## config.mk

```make
export PLATFORM = sky130hd
export DESIGN_NAME = clk_rate_guard
export DESIGN_NICKNAME = d
export VERILOG_FILES = /design/src/rtl/clk_rate_guard.sv
export SDC_FILE = /design/constraint.sdc
export NUM_CORES = 1
export LEC_CHECK = 0
export ABC_AREA = 0
export BUFFER_PORTS_ARGS = -buffer_cell sky130_fd_sc_hd__buf_2
export CAP_MARGIN = 20
export CORE_MARGIN = 3
export CORE_UTILIZATION = 51
export DETAILED_ROUTE_END_ITERATION = 10
export HOLD_SLACK_MARGIN = 0.08
export PLACE_DENSITY = 0.75
export SYNTH_ARGS = -nofsm -noshare
export SYNTH_HDL_FRONTEND = slang
export SYNTH_SLANG_ARGS = --single-unit
```

## constraint.sdc

```tcl
create_clock -name clk -period 2.4 [get_ports clk]
set_input_delay 0.36 -clock clk [delete_from_list [all_inputs] [get_ports clk]]
set_output_delay 0.36 -clock clk [all_outputs]
set_load 0.01 [all_outputs]
```

## src/rtl/clk_rate_guard.sv

```systemverilog
module clk_rate_guard #(
  parameter int CNT_W = 16,
  parameter int WD_W  = 20
) (
  input  logic             clk,
  input  logic             rst_n,
  input  logic             ref_in,
  input  logic [CNT_W-1:0] lo_bound,
  input  logic [CNT_W-1:0] hi_bound,
  input  logic [WD_W-1:0]  loss_limit,
  input  logic             clr_flags,
  output logic             freq_err,
  output logic             ref_lost
);
  localparam logic [CNT_W-1:0] CNT_MAX = {CNT_W{1'b1}};
  localparam logic [WD_W-1:0]  WD_MAX  = {WD_W{1'b1}};

  logic [2:0]       sync_q;
  logic             ref_evt;
  logic [CNT_W-1:0] cnt_q;
  logic [WD_W-1:0]  wd_q;
  logic             armed_q;
  logic             in_win;
  logic             late;

  always_ff @(posedge clk or negedge rst_n)
    if (!rst_n) sync_q <= '0;
    else        sync_q <= {sync_q[1:0], ref_in};

  assign ref_evt = sync_q[1] & ~sync_q[2];
  assign in_win  = (cnt_q > lo_bound) && (cnt_q < hi_bound);
  assign late    = ({1'b0, wd_q} + 1'b1) >= {1'b0, loss_limit};

  always_ff @(posedge clk or negedge rst_n)
    if (!rst_n)                       cnt_q <= '0;
    else if (clr_flags || ref_evt)    cnt_q <= '0;
    else if (cnt_q != CNT_MAX)        cnt_q <= cnt_q + 1'b1;

  always_ff @(posedge clk or negedge rst_n)
    if (!rst_n)                       wd_q <= '0;
    else if (clr_flags || ref_evt)    wd_q <= '0;
    else if (wd_q != WD_MAX)          wd_q <= wd_q + 1'b1;

  always_ff @(posedge clk or negedge rst_n)
    if (!rst_n)         armed_q <= 1'b0;
    else if (clr_flags) armed_q <= 1'b0;
    else if (ref_evt)   armed_q <= 1'b1;

  always_ff @(posedge clk or negedge rst_n)
    if (!rst_n)                               freq_err <= 1'b0;
    else if (clr_flags)                       freq_err <= 1'b0;
    else if (ref_evt && armed_q && !in_win)   freq_err <= 1'b1;

  always_ff @(posedge clk or negedge rst_n)
    if (!rst_n)                  ref_lost <= 1'b0;
    else if (clr_flags)          ref_lost <= 1'b0;
    else if (!ref_evt && late)   ref_lost <= 1'b1;
endmodule

```

# After elaboration in Yosys (flattened, before gate mapping)
# Index checks and enable logic that the tools add are counted.
[word_totals]
reg_bits = 42
latchBits = 0
ramBits = 0
romBits = 0
output_inout_bits = 2
n_memories = 0
[op_classes]
n_addsub = 3
multipliers = 0
div = 0
order_cmp = 3
eq_ne = 2
n_shift = 0
muxes = 10
bitwise_logic = 2
n_reduce_logical = 12
[ops]
columns = ["op", "count"]
rows = [
  ["20-bit two-way mux", 2],
  ["16-bit two-way mux", 2],
  ["20-bit by 1-bit adder with 21-bit output, second input constant", 1],
  ["21-bit by 20-bit greater-or-equal comparator with 1-bit output", 1],
  ["20-bit by 1-bit adder with 20-bit output, second input constant", 1],
  ["20-bit inequality test, second input constant", 1],
  ["16-bit by 1-bit adder with 16-bit output, second input constant", 1],
  ["16-bit greater-than comparator", 1],
  ["16-bit less-than comparator", 1],
  ["16-bit inequality test, second input constant", 1],
  ["2-bit nonzero test", 5],
  ["1-bit two-way mux", 6],
  ["1-bit logical AND", 4],
  ["1-bit logical NOT", 2],
  ["1-bit bitwise AND", 1],
  ["1-bit logical OR", 1],
  ["1-bit NOT", 1],
]

# Depth between registers and ports, before layout
[depth]
depth_word = 6
depth_mapped = 13
depth_no_buf = 13

# Worst setup path before layout
# Ideal clock, no wire load.
[synth_timing]
path_type = "register to register"
start = "register wd_q[0]"
end = "register ref_lost"
setup_time_ps = 104
arrival_ps = 2476
path_slack_ps = -179
stages_incl_launch_ff = 13
path_buffers = 0
path_cell_list = "dfrtp_1 > ha_1 > and3_1 > and2_1 > and3_1 > xnor2_1 > inv_1 > ha_1 > nand4_1 > nor3_1 > a21boi_0 > o31ai_1 > a221oi_1"
[synth_between]
elab_chain_len = 4
[synth_lines]
columns = ["item", "line_no", "rtl"]
rows = [
  ["from (decl)", "21", "logic [WD_W-1:0] wd_q;"],
  ["from (signal assigned)", "42", "else if (wd_q != WD_MAX) wd_q <= wd_q + 1'b1;"],
  ["20-bit by 1-bit adder with 21-bit output", "32", "assign late = ({1'b0, wd_q} + 1'b1) >= {1'b0, loss_limit};"],
  ["21-bit by 20-bit greater-or-equal comparator with 1-bit output", "32", ""],
  ["1-bit logical AND", "57", "else if (!ref_evt && late) ref_lost <= 1'b1;"],
  ["2-bit nonzero test (no line)", "-", ""],
  ["to (signal assigned)", "55", "if (!rst_n) ref_lost <= 1'b0;"],
  ["to (signal assigned)", "56", "else if (clr_flags) ref_lost <= 1'b0;"],
  ["to (signal assigned)", "57", ""],
  ["to (decl)", "13", "output logic ref_lost"],
]
# No other way between the ends.
# A chain may end at the register's enable or synchronous reset.

# Worst setup path in the final report
[layout_timing]
start = "register wd_q[1]"
end = "register ref_lost"
# Same word-level chain as after synthesis.

==> flow_summary.toml <==
[run_status]
status = "complete, but fails checks"
violations = "negative setup slack"

[logic_synthesis]
synth_cell_types = 40
synth_edf_count = 0
netlist.area_leader.share_pct = 31.6
synth_area_mm2 = 0.00333
yosysMostFrequentCell = "inv_1"
synth_seq_area_share_pct = 31.6
synth_nets = 505
synth.area.top_cells = "dfrtp_1, ha_1, inv_1, a21oi_1, xor2_1"
syn_inst = 396
yosys-top-cells-count = "inv_1, ha_1, dfrtp_1, a21oi_1, nor2_1"
ys_ff_latch = 42
ys.flop_type = "dfrtp_1"
yosysWarnings = 0
synth_area_leader_cell = "dfrtp_1"
async_flop_share_pct = 100
syn_avg_cell_area_um2 = 8.40

[setup_path]
r2r_cells = 13
r2r_slack_ps = -160
critical_path_class = "reg -> reg"
crit_fanout = 4
required_ps = 2570
startpoint_type = "register"
r2r-end = "ref_lost"
r2r_start = "wd_q[1]"
cp-end-kind = "register"
cp.arrival_ps = 2730

[layout]
final_cell_area_mm2 = 0.00422
area_growth_pct = 27.0
fill_cells = 479
drive_gt1_share_pct = 27.7
regArea_mm2 = 0.00105
multiInputGateArea_mm2 = 0.00213
layout.nets = 603
num_antenna_cells = 0

[timing]
fmax_mhz = 391
finalMaxSlewViolations = 0
tns_ps = -159
max_slew_margin_pct = 37.4
setup_viol = 1
setup_slack_ps = -159
skew_ps = 11.6
final-hold-violation-count = 0
fin_crit_ps = 2560
worst_slew_pin_slew_ps = 938
fin_crit_sh_pct = 107
whs_ps = 164
rsz0062_at_grt = "yes"

[power_and_ir_drop]
power.switching_w = 0.000372
clockPowerShare_pct = 33.9
ir_drop_uv = 316
p_seq_share_pct = 51.2
p_sw_share_pct = 26.2
p_leak_nw = 2.35
p_int_w = 0.00105
powerDensity_mw_per_mm2 = 336
p_comb_share_pct = 14.9

[detailed_routing]
wl_met2_um = 4310
drc = 0
wl_met1_um = 3710
final_antenna_net_count = 0
dr.pass1.iters = 4
wl_per_cell_um = 14.8
via_per_inst = 5.45
top_layer = "met4"
wl_met3_um = 313
wirelength_um = 8450
drt-initial-drc-count = 114
routed-via-count = 3104

[cts]
cts-root-buf = "clkbuf_8"
cts_max_level = 2
cts_buffers = 5
cts_hold_buf = 0
cts_tree = "yes"
clock_latency_ps = 300
clk_pin_slew_ps = 80
clk_path_buf_depth = 2
cts.sinks = 42

[grt]
grt_pass1_vias = 3103
antenna_found_initial = 0
grt_max_degree = 43
grt_overflow = 0
grt_pass1_wl_um = 13400
grtUsageTotal_pct = 22.2

[placed_design]
gp_congestion = 0.868
dpl.hpwl_um = 6070
placed_area_mm2 = 0.00391
port-buffer-count = 57

[hold_path]
holdPathStages = 1
min-delay-start = "ref_in"
min_to = "sync_q[0]"
hold_path_class = "in -> reg"

[floorplan]
coreArea_mm2 = 0.00613
ios = 58
initial_core_util_pct = 54.2
dieArea_mm2 = 0.00753
rows = 28
die_y_um = 86.8
die_w_um = 86.8

[flow_run]
maxCapViolations = 0
-- critical path: stages (launching register included) --
cell and delay, ps:
dfrtp_1 370, buf_6 120, buf_4 100, nand2_1 80, or3_1 360, xor2_1 260, inv_1 110, ha_1 310
nand2_2 90, nor2_1 60, a211oi_2 140, o21ai_1 90, o31ai_1 270, a221oi_2 90
-- logic make-up after synthesis --
kind of cell             after synthesis  share of synthesized area (%)
AND/OR/NAND/NOR                      131                           20.2
buffers and inverters                 77                           9.14
AO/OA/AOI/OAI                         62                           10.9
adder cells (fa/ha/maj)               53                           19.9
flip-flops                            42                           31.6
XOR/XNOR                              30                           7.90
multiplexers                           1                          0.301
-- state kept, by name, summed over array words and instances (netlist names) --
signal	count
armed_q	1
cnt_q	16
freq_err	1
ref_lost	1
sync_q	3
wd_q	20
-- metrics by stage --
step / cells / power, W / setup WS [ps] / util (%)
after floorplan: 396 / 0.000837 / -75.7 / -
after global placement: 552 / 0.000922 / -47.4 / 63.8
after CTS: 563 / 0.00141 / -85.0 / 66.5
final: 570 / 0.00142 / -159 / 68.9
after detailed placement: 552 / 0.000932 / -180 / 63.8
after global routing: 570 / 0.00148 / -319 / 68.9
-- metal layers --
metal  global-route usage (%)  vias up
met5                        0        -
met4                     6.09        0
met3                     3.14       13
met2                     39.3       64
met1                     28.0     1487
li1                         -     1540
-- cell type report --
| cell class | count | share of cell area [%] |
|---|---|---|
| Sequential cell | 42 | 24.9 |
| Clock inverter | 1 | 0.118 |
| Clock buffer | 7 | 2.04 |
| Multi-Input combinational cell | 277 | 50.4 |
| Inverter | 71 | 6.31 |
| Tap cell | 75 | 2.22 |
| Timing Repair Buffer | 97 | 14.0 |
-- cells in the final DEF, fill, tap and decap left out, types with 3 or more instances in the layout --
cell type and count:
inv_1 70, nor2_1 31, ha_1 49, nand3_2 3, xnor2_2 6, ha_4 3
a21oi_1 35, xor2_1 16, and4_1 3, nor2b_1 3, xnor2_1 8, nand2_1 20
nor3_2 4, dfrtp_1 42, and2_1 3, and3_4 3, nor3_1 8, nand4_1 14
o21ai_0 6, a21o_1 3, nand3_1 19, and3_1 6, buf_2 57, a211oi_1 3
clkbuf_8 6, buf_4 38, nor4_1 3
-- worst max-delay path by stage --
stage | start | to | slack [ps] | cells past startpoint
4_1_cts | wd_q[0] | ref_lost | -80 | 13
2_1_floorplan | wd_q[0] | ref_lost | -80 | 12
5_1_grt | wd_q[1] | ref_lost | -320 | 13
3_3_place_gp | wd_q[1] | ref_lost | -50 | 13
6_report | wd_q[1] | ref_lost | -160 | 13
3_5_place_dp | wd_q[0] | ref_lost | -180 | 14
-- power by group through the flow --
stage	Combinational (W)	Sequential [W]	Clock, W
2_1_floorplan	0.0000978	0.000740	0
3_3_place_gp	0.000183	0.000739	0
3_5_place_dp	0.000193	0.000739	0
4_1_cts	0.000198	0.000725	0.000491
5_1_grt	0.000241	0.000727	0.000510
6_report	0.000211	0.000726	0.000481
-- what timing repair did --
item	in CTS	in global routing
gates resized for setup	11	17
setup endpoints to repair	1	1
pin swaps	8	18
buffers inserted	3	7
Power figures use the tool's default switching activity.
